--- src/rtl/hwc_pkg.sv ---
package hwc_pkg;

  typedef enum logic [1:0] {ST_RST, ST_RUN, ST_HALT, ST_DLY} hwc_st_e;

  typedef enum logic [1:0] {WK_NONE, WK_WDT, WK_IRQ, WK_PORT} hwc_wake_e;

  // Interrupt response is taken only when enabled and the stack has room.
  function automatic logic irq_accept(input logic en, input logic full);
    return en & ~full;
  endfunction

  // Fixed wake priority: watchdog, then interrupt, then port edge.
  function automatic hwc_wake_e pick_wake(input logic wdt, input logic irq,
                                          input logic port);
    if (wdt)       return WK_WDT;
    else if (irq)  return WK_IRQ;
    else if (port) return WK_PORT;
    else           return WK_NONE;
  endfunction

endpackage

--- src/rtl/hwc_port_wake.sv ---
module hwc_port_wake #(
  parameter int PORT_W = 8
) (
  input  logic              clk,
  input  logic              rst_n,
  input  logic [PORT_W-1:0] pin,
  input  logic [PORT_W-1:0] mask,
  output logic              edge_any
);
  logic [PORT_W-1:0] s1_q, s2_q, prev_q;
  logic [PORT_W-1:0] fall_vec;

  always_ff @(posedge clk or negedge rst_n) begin
    if (!rst_n) begin
      s1_q   <= '1;
      s2_q   <= '1;
      prev_q <= '1;
    end else begin
      s1_q   <= pin;
      s2_q   <= s1_q;
      prev_q <= s2_q;
    end
  end

  for (genvar i = 0; i < PORT_W; i++) begin : g_bit
    assign fall_vec[i] = prev_q[i] & ~s2_q[i] & mask[i];
  end

  assign edge_any = |fall_vec;
endmodule

--- src/rtl/hwc_dly.sv ---
module hwc_dly #(
  parameter int DLY_CYC = 1024
) (
  input  logic clk,
  input  logic rst_n,
  input  logic active,
  output logic done
);
  localparam int CW = $clog2(DLY_CYC) + 1;
  localparam logic [CW-1:0] LAST = CW'(DLY_CYC - 1);

  logic [CW-1:0] cnt_q;

  always_ff @(posedge clk or negedge rst_n) begin
    if (!rst_n)           cnt_q <= '0;
    else if (!active)     cnt_q <= '0;
    else if (cnt_q != LAST) cnt_q <= cnt_q + 1'b1;
  end

  assign done = active && (cnt_q == LAST);
endmodule

--- src/rtl/halt_wake_ctrl.sv ---
module halt_wake_ctrl
  import hwc_pkg::*;
#(
  parameter int PORT_W  = 8,
  parameter int DLY_CYC = 1024
) (
  input  logic              clk,
  input  logic              pwr_on_n,
  input  logic              rst_pin_n,
  input  logic              xtal_sel,
  input  logic              halt_req,
  input  logic              clr_wdt,
  input  logic              wdt_ovf,
  input  logic [PORT_W-1:0] port_in,
  input  logic [PORT_W-1:0] wake_mask,
  input  logic              irq_pend,
  input  logic              irq_en,
  input  logic              stack_full,
  output logic              to_flag,
  output logic              pd_flag,
  output logic              halted,
  output logic              full_rst,
  output logic              warm_rst,
  output logic              wdt_clr,
  output logic              run_en,
  output logic              take_irq,
  output logic              resume_next
);
  hwc_st_e   st_q;
  hwc_wake_e cause_q;
  hwc_wake_e wake_src;
  logic      port_edge, dly_done, wake_any, first_run;
  logic      resume_q, accept_q, wdt_clr_q, wdt_rst_q;

  hwc_port_wake #(.PORT_W(PORT_W)) u_port (
    .clk(clk), .rst_n(pwr_on_n), .pin(port_in), .mask(wake_mask),
    .edge_any(port_edge)
  );

  hwc_dly #(.DLY_CYC(DLY_CYC)) u_dly (
    .clk(clk), .rst_n(pwr_on_n), .active(st_q == ST_DLY), .done(dly_done)
  );

  assign wake_src = pick_wake(wdt_ovf, irq_pend, port_edge);
  assign wake_any = (st_q == ST_HALT) && (wake_src != WK_NONE);

  always_ff @(posedge clk or negedge pwr_on_n) begin
    if (!pwr_on_n) begin
      st_q      <= ST_RST;
      to_flag   <= 1'b0;
      pd_flag   <= 1'b0;
      cause_q   <= WK_NONE;
      resume_q  <= 1'b0;
      accept_q  <= 1'b0;
      wdt_clr_q <= 1'b0;
      wdt_rst_q <= 1'b0;
    end else begin
      wdt_clr_q <= 1'b0;
      wdt_rst_q <= 1'b0;
      if (!rst_pin_n) begin
        st_q     <= ST_RST;
        resume_q <= 1'b0;
      end else begin
        case (st_q)
          ST_RST: st_q <= xtal_sel ? ST_DLY : ST_RUN;
          ST_RUN: begin
            if (resume_q) resume_q <= 1'b0;
            if (!wdt_rst_q) begin
              if (wdt_ovf) begin
                to_flag   <= 1'b1;
                wdt_rst_q <= 1'b1;
              end else if (halt_req) begin
                st_q      <= ST_HALT;
                pd_flag   <= 1'b1;
                to_flag   <= 1'b0;
                wdt_clr_q <= 1'b1;
              end else if (clr_wdt) begin
                pd_flag   <= 1'b0;
                wdt_clr_q <= 1'b1;
              end
            end
          end
          ST_HALT: begin
            if (wake_any) begin
              cause_q  <= wake_src;
              resume_q <= 1'b1;
              accept_q <= irq_accept(irq_en, stack_full);
              if (wake_src == WK_WDT) to_flag <= 1'b1;
              st_q <= xtal_sel ? ST_DLY : ST_RUN;
            end
          end
          ST_DLY: if (dly_done) st_q <= ST_RUN;
          default: st_q <= ST_RST;
        endcase
      end
    end
  end

  assign halted      = (st_q == ST_HALT);
  assign run_en      = (st_q == ST_RUN) && !wdt_rst_q;
  assign full_rst    = (st_q == ST_RST) || wdt_rst_q;
  assign wdt_clr     = wdt_clr_q;
  assign first_run   = run_en && resume_q;
  assign warm_rst    = first_run && (cause_q == WK_WDT);
  assign take_irq    = first_run && (cause_q == WK_IRQ) && accept_q;
  assign resume_next = first_run && ((cause_q == WK_PORT) ||
                                     ((cause_q == WK_IRQ) && !accept_q));
endmodule

--- config.mk ---
export PLATFORM = sky130hd
export DESIGN_NAME = halt_wake_ctrl
export DESIGN_NICKNAME = d
export VERILOG_FILES = /design/src/rtl/hwc_pkg.sv /design/src/rtl/hwc_port_wake.sv /design/src/rtl/hwc_dly.sv /design/src/rtl/halt_wake_ctrl.sv
export SDC_FILE = /design/constraint.sdc
export NUM_CORES = 1
export LEC_CHECK = 0
export ABC_CLOCK_PERIOD_IN_PS = 1500
export BUFFER_PORTS_ARGS = -buffer_cell sky130_fd_sc_hd__buf_2
export CORE_ASPECT_RATIO = 1.75
export CORE_UTILIZATION = 45
export DETAILED_ROUTE_END_ITERATION = 16
export GPL_ROUTABILITY_DRIVEN = 0
export HOLD_SLACK_MARGIN = 0.15
export PLACE_DENSITY = 0.7
export SYNTH_ARGS = -nofsm -noshare
export SYNTH_HDL_FRONTEND = slang
export SYNTH_SLANG_ARGS = --single-unit
--- constraint.sdc ---
create_clock -name clk -period 1.5 [get_ports clk]
set_input_delay 0.225 -clock clk [delete_from_list [all_inputs] [get_ports clk]]
set_output_delay 0.225 -clock clk [all_outputs]
set_load 0.01 [all_outputs]
==> out/results.txt, run 1 <==
The flow ran to the end, but the final reports show violations. The final reports fail on negative setup slack. The number of antenna diodes in the final layout is 0. The count of pins over their slew limit was 0.

The final critical path takes up 110% of the cycle. Initial antenna violation count: 0. The area growth from synthesis to final layout works out to 40.0%.

The post-CTS clock slew at the launch and capture registers of the worst setup and hold paths works out to 0.09 ns. TritonCTS built the clock tree. The first-pass GRT wire length is 6440 um.

The setup check on the worst reg-to-reg path leaves a slack of -0.05 ns. The tools report the remaining global-route overflow as 0. The startpoint identified for the worst hold timing path is rst_pin_n. The worst supply voltage drop on vdd is 0.884 mV, and the CTS buffer count is 5. The data arrival time of the critical path was 1.43 ns. Dividing total power by cell area gives a power density of 1030 nW/um2. The worst register-to-register path has a depth of 6. The final-report hold violation count was 0. The worst slew margin relative to its limit is 71.7%. Along the worst path, the maximum fanout reaches 3.

Endpoint of the lowest-slack register-to-register path: accept_q. The first-pass iteration count of the detailed router was 4. Counting flops with an async set or reset pin after synthesis yields a share of 100%. In this run, synthesis inferred 0 flip-flops with an integrated enable. Each instance of the synthesized netlist takes up on average 12.2 um2. The initial cell density of the core came out at 46.8%. The run gives 1490 as the via count of the first global-routing pass. The hold-critical path endpoint is st_q[0]. The worst hold path class is in -> reg. The worst setup path is launched from a register. In this run the standard cell core region covers 3870 um2.

For the slack of the critical path, the log shows -0.152 ns. The die area is 4290 um2. Yosys printed 0 warnings. The number of nets in the synthesized netlist is 175.

Global routing used 37.6% of the available met2 tracks. The number of placed cells counting well taps is 241, and the number of violations of the max-capacitance limit is 0. The number of cells traversed by the worst hold path was 3; the transition time at the pin with the least slew margin was 0.424 ns.

The run gives 1.27 ns as the required time of the worst setup path. The startpoint identified for the worst register-to-register timing path is st_q[1]. The die span in x is 49.9 um. Buffers placed on the I/O ports in this run total 34.

For this run, the top clock speed supported by timing is 0.605 GHz. The via count was 1371; the utilization of the core after routing was 65.5%. The run gives 1810 um2 as the synthesized area.

Entering global routing, the biggest net connects 23 pins. The nature of the critical path endpoint was an output pin. Clock latency on the worst-skew pair, taken at its later pin, is 0.30 ns. The most common cell after layout, fill and taps aside is buf_2. The total wire length after detailed routing is 3820 um.

Buffer cell driving the clock tree root: clkbuf_8. In the synthesized netlist the dominant register cell turns out to be dfstp_2. Setup repair after global routing could not meet its margin everywhere.

The sequential fraction of the synthesis area came out at 63.9%. met2 is the most crowded layer. The height of the chip works out to 85.9 um. The post-route minimum period is 1.65 ns, and the final setup violation count is 6.

Met1 usage: 21.0%. Counting every instance in the synthesized netlist gives 148. The sink count of the clock tree is 45, and the largest clock skew in the final design is 0.00591 ns.

In the final routed layout, each cell accounts on average for 14.4 um. The detail-routed via count per cell is 5.17. By startpoint and endpoint, the worst setup path is classified as reg -> out. In the layout the commonest cells are buf_2 (33), dfstp_2 (24), dfrtp_1 (20).

The run gives 0 as the number of nets with antenna violations after routing. The count of distinct cell types in the synthesized netlist is 44. In the routed design, unresolved DRC markers number 0. Pin placement for this block handled 35 I/O pins. The net count of the finished layout is 243. Once detailed placement completed, the half-perimeter wirelength came to 2630 um. The filler-free cell count of the finished design was 265. In this run, the number of DRC markers left after iteration 0 of detailed routing was 21. The floorplan has 30 rows.

Buffer depth of the longest clock path: 2. Cells with a size suffix above 1 make up 52.1% of the layout. In the global route stage, met3 resource usage came out at 4.43%. The total global routing track utilization was 20.1%; the leakage power was 1.14 nW. The run gives 2 as the H-tree depth reported by CTS. The post-synthesis sequential element count was 45.
-- critical path, cell delays in order, from the launching register on --
cell and delay [ns]:
dfrtp_1 0.42, nor3b_4 0.28, nand3_2 0.12, nor3b_2 0.16
buf_2 0.14
-- power by group --
| group | total (mW) | switching (mW) | internal, mW |
|---|---|---|---|
| clock network | 0.934 | 0.424 | 0.510 |
| registers | 1.36 | 0.0530 | 1.31 |
| logic | 0.304 | 0.146 | 0.158 |
-- worst max path at each step --
stage,startpoint,to,cells past startpoint
after global routing,st_q[1],take_irq,4
after CTS,wdt_rst_q,warm_rst,4
final,st_q[1],take_irq,4
after global placement,u_port.prev_q[3],accept_q,6
after floorplan,u_dly.cnt_q[0],u_dly.cnt_q[8],6
after detailed placement,u_port.prev_q[3],accept_q,6
-- cell usage after synthesis (3+ instances only) --
master / instances / area (um2)
a21oi_1: 3 / 15.0
dfrtp_1: 21 / 526
dfstp_2: 24 / 631
inv_1: 3 / 11.3
nand2_1: 17 / 63.8
nand3_1: 5 / 25.0
nand4_1: 4 / 25.0
nor2_1: 14 / 52.6
nor3_1: 6 / 30.0
o21ai_0: 3 / 15.0
o22ai_1: 4 / 25.0
xor2_1: 5 / 43.8
-- routing by layer --
metal / wire, um / vias up
met5: 0 / -
met4: 78 / 0
met3: 106 / 7
met2: 2160 / 30
met1: 1470 / 681
li1: - / 653
-- sequential cells by signal, summed over array words and instances (netlist names) --
name	cells
accept_q	1
u_port.s2_q	8
resume_q	1
pd_flag	1
st_q	2
cause_q	2
u_dly.cnt_q	11
wdt_clr	1
wdt_rst_q	1
to_flag	1
u_port.s1_q	8
u_port.prev_q	8
-- cell families (layout without fill, tap and decap cells) --
| family | after synthesis | in the layout | share of synthesized area, % |
|---|---|---|---|
| AOI/OAI and AO/OA | 19 | 19 | 6.98 |
| and+or+nand+nor | 68 | 68 | 21.9 |
| xor gates and xnor gates | 6 | 6 | 2.90 |
| buffers and inverters | 6 | 75 | 1.66 |
| adders and majority gates | 1 | 1 | 0.691 |
| muxes | 3 | 3 | 2.01 |
| DFF | 45 | 45 | 63.9 |
-- timing repair --
| action | in CTS | in global routing |
|---|---|---|
| endpoints found under the hold margin | 18 | 0 |
| hold buffers | 10 | 0 |
| gates cloned | 0 | 0 |
| resized for setup | 12 | 13 |
| setup buffers | 5 | 4 |
| pin swaps | 9 | 9 |
| endpoints found under the setup margin | 8 | 16 |
-- through the flow --
stage | instance area, um2 | hold slack [ns] | worst slack [ns] | TNS [ns] | total power [mW]
2_1_floorplan | 1810 | -0.0706 | 0.0189 | 0 | 1.49
3_3_place_gp | 2140 | 0.176 | -0.0281 | -0.0281 | 1.60
3_5_place_dp | 2140 | 0.180 | -0.0730 | -0.111 | 1.62
4_1_cts | 2440 | 0.191 | -0.140 | -0.419 | 2.62
5_1_grt | 2530 | 0.209 | -0.193 | -0.925 | 2.73
6_report | 2530 | 0.198 | -0.152 | -0.559 | 2.60
-- final cells by class --
| cell class | count | area [um2] |
|---|---|---|
| Fill cell | 303 | 1330 |
| Sequential cell | 45 | 1160 |
| Multi-Input combinational cell | 97 | 734 |
| Timing Repair Buffer | 64 | 450 |
| Clock buffer | 5 | 68.8 |
| Tap cell | 48 | 60.1 |
| Clock inverter | 3 | 50.0 |
| Inverter | 3 | 11.3 |
No activity file was read; power rests on OpenSTA's default activity.
==> run 2, diff against run 1 <==
--- a/config.mk
+++ b/config.mk
@@ -13,6 +13,8 @@
 export GPL_ROUTABILITY_DRIVEN = 0
 export HOLD_SLACK_MARGIN = 0.15
 export PLACE_DENSITY = 0.7
+export RECOVER_POWER = 50
+export REMOVE_ABC_BUFFERS = 1
 export SYNTH_ARGS = -nofsm -noshare
 export SYNTH_HDL_FRONTEND = slang
 export SYNTH_SLANG_ARGS = --single-unit
==> run 2 against run 1 <==
The run still ends with negative setup slack left. Via count rose by 1.5%. Combinational power barely moved. Critical path depth is 1 higher. Routed wire length grew 3.4%. Sequential cell count stayed put. Sequential share of layout area up 0.97 points. Largest cell class unchanged. Highest routed layer unchanged.
==> out/results.txt, run 2 (synthesis gave the netlist of run 1 again) <==
The tools report the violation count after the first detailed-route iteration as 46 (was 21). The number of nets with antenna violations after routing was 0 (unchanged); the placeable core region was 3870 um2 (unchanged). Most common cell after layout, fill and taps aside: buf_2 (unchanged). TritonCTS built the clock tree. The die span in x was 49.9 um (unchanged); the total global routing track utilization was 20.2% (was 20.1%). The via count of the first global-routing pass is 1454 (was 1490). The tools report the final-report hold violation count as 0 (unchanged).

The logs give 64.1% (was 65.5%) for the utilization of the core after routing and 0 (unchanged) for the remaining global-route overflow. The area growth from synthesis to final layout is 36.9% (was 40.0%). The tools report the buffer depth of the longest clock path as 2 (unchanged). Setup repair after global routing could not meet its margin everywhere. The run gives 2 (unchanged) as the H-tree depth reported by CTS. The data arrival time of the critical path came out at 1.43 ns (about the same). The fraction of power consumed by combinational cells is 12.5% (was 11.7%). The flow ran to the end, but the final reports show violations.

The fraction of layout cells with a size suffix above 1 works out to 52.7% (was 52.1%). The worst setup timing slack at the placement stage was -0.0470 ns (was -0.0730 ns). For the worst slew margin relative to its limit, the log shows 39.7% (was 71.7%).

Beginning of the critical path: wdt_rst_q (was st_q[1]). Switching share of power: 25.1% (was 23.9%). The register name with the most flops is u_dly.cnt_q (unchanged). The nature of the critical path endpoint is an output pin (unchanged).

The net switching power was 0.601 mW (was 0.623 mW). The share of power burned in registers was 57.1% (was 52.4%). Violations in the final reports: negative setup slack (unchanged). Number of violations of the max-capacitance limit: 0 (unchanged). The worst hold path class was in -> reg (unchanged). The count of pins on the block boundary came out at 35 (unchanged). For the required time of the worst setup path, the log shows 1.27 ns (about the same).

Type of origin of the critical path: a register (unchanged). The initial antenna violation count was 0 (unchanged). The tools report the end of the critical path as warm_rst (was take_irq).

The internal cell power was 1.80 mW (was 1.98 mW); the sink count of the clock tree was 45 (unchanged). The total of fill cells in the finished design is 291 (was 303), and the total wire length after detailed routing is 3950 um (was 3820 um). The final sum of negative setup slack came out at -0.439 ns (was -0.559 ns). Highest-count cells in the layout ignoring fill and taps: buf_2 (32), dfstp_2 (24), buf_4 (23) (was buf_2 (33), dfstp_2 (24), dfrtp_1 (20)).

The final period utilization was 111% (was 110%); the leakage power was 1.13 nW (was 1.14 nW). The post-CTS clock slew at the launch and capture registers of the worst setup and hold paths was 0.08 ns (was 0.09 ns). The endpoint of the lowest-slack register-to-register path was u_dly.cnt_q[7] (was accept_q). For the first-pass iteration count of the detailed router, the log shows 3 (was 4). The final standard cell area without fillers is 2480 um2 (was 2530 um2). The transition time at the pin with the least slew margin works out to 0.904 ns (was 0.424 ns). The logs give -0.159 ns (was -0.152 ns) for the slack of the critical path and 28 (was 23) for the pin count of the biggest net entering global routing. The via count came out at 1391 (was 1371).

The post-route minimum period is 1.66 ns (was 1.65 ns). The flip-flop count of the largest register, all copies and words added was 11 (unchanged). Placement-stage cell area: 2130 um2 (was 2140 um2). The logs give 2670 um (was 2630 um) for the placed wire-length estimate after detailed placement and 5 (was 6) for the final setup violation count.

The per-cell routed wire length is 14.7 um (was 14.4 um). The count of cells along the worst register-to-register path is 6 (unchanged), and the flop-to-flop setup slack is -0.01 ns (was -0.05 ns). The highest achievable clock rate is 0.603 GHz (was 0.605 GHz), and the first-pass GRT wire length is 6380 um (was 6440 um). Die area: 4290 um2 (unchanged).

The type of the setup path with the least slack was reg -> out (unchanged). The tools report the worst supply voltage drop on vdd as 0.712 mV (was 0.884 mV). The run gives 46.8% (unchanged) as the initial cell density of the core. The tools report the total number of placement rows as 30 (unchanged). The height of the chip is 85.9 um (unchanged). The count of buffers from port buffering is 34 (unchanged), and the largest fanout of any net on the critical path is 2 (was 3). Cell area power density: 969 nW/um2 (was 1030 nW/um2). The count of pins over their slew limit came out at 0 (unchanged).

The tools report the share of total power in the clock network as 30.4% (was 35.9%). The detail-routed via count per cell works out to 5.19 (was 5.17). The tools report the CTS buffer count as 5 (unchanged). The tools report the buffer cell driving the clock tree root as clkbuf_8 (unchanged).

The worst-skew pair later-pin latency is 0.30 ns (about the same), and the largest clock skew in the final design is 0.00676 ns (was 0.00591 ns). The tools report the remaining design rule violation count as 0 (unchanged). Startpoint of the worst register-to-register path: u_dly.cnt_q[1] (was st_q[1]). The diode insertion count for antenna repair came out at 0 (unchanged). The final layout net count was 246 (was 243).
## run 2: cell types whose count changed in the layout (fill, tap and decap cells not counted), moves of 2 or more
cell / previous run / this run
o22ai_2: 4 / 2
nor3_2: 1 / 3
buf_6: 4 / 2
clkbuf_1: 0 / 2
buf_4: 16 / 23
dlygate4sd3_1: 10 / 8
o22ai_1: 0 / 2
## run 2: worst min-delay path by stage
stage | start | to | slack (ns) | cells after the start
2_1_floorplan | pwr_on_n | accept_q | -0.07 | 0
3_3_place_gp | port_in[3] | u_port.s1_q[3] | 0.33 | 1
3_5_place_dp | port_in[2] | u_port.s1_q[2] | 0.33 | 1
4_1_cts | clr_wdt | wdt_clr | 0.15 | 2
5_1_grt | clr_wdt | wdt_clr | 0.15 | 2
6_report | clr_wdt | wdt_clr | 0.16 | 2
## run 2: power groups by stage
stage / combinational (mW) / clock [mW] / sequential [mW]
after global routing: 0.333 / 0.814 / 1.38
after CTS: 0.275 / 0.761 / 1.37
final: 0.301 / 0.730 / 1.37
after floorplan: 0.0982 / 0 / 1.38
after detailed placement: 0.234 / 0 / 1.38
after global placement: 0.222 / 0 / 1.38
## run 2: layer usage
layer / wire length [um] / track usage (%) / vias up / share of wire [%]
met5: 0 / 0 / - / 0
met2: 2340 / 37.7 / 20 / 59
li1: - / - / 656 / -
met3: 104 / 5.14 / 8 / 2.6
met1: 1420 / 20.2 / 707 / 36
met4: 85 / 9.35 / 0 / 2.2
## run 2: layout make-up
class	count	area, um2	share of cell area, %
sequential	45	1160	46.7
multi-input combinational	97	718	29.0
timing repair buffer	67	444	17.9
clock buffer	6	72.6	2.93
tap	48	60.1	2.42
clock inverter	2	15.0	0.606
inverter	3	11.3	0.455
## run 2: critical path, stage by stage, from the launching register on
cell     delay, ns
dfrtp_1       0.42
nor3b_4       0.27
buf_6         0.14
nand2_2       0.05
nor3_2        0.11
buf_2         0.15
## run 2: stage by stage
stage	hold slack (ns)	std cells	total power [mW]
finish	0.156	268	2.40
global route	0.151	268	2.52
CTS	0.150	258	2.40
detailed placement	0.331	240	1.62
global placement	0.330	240	1.60
floorplan	-0.0706	145	1.48
## run 2: what timing repair did
item                                   CTS  global route
setup endpoints to repair                8            15
hold buffers                             8             0
pin swaps                                6             7
resized for setup                       10            11
endpoints found under the hold margin    8             0
gates cloned                             0             0
setup buffers                            3            10
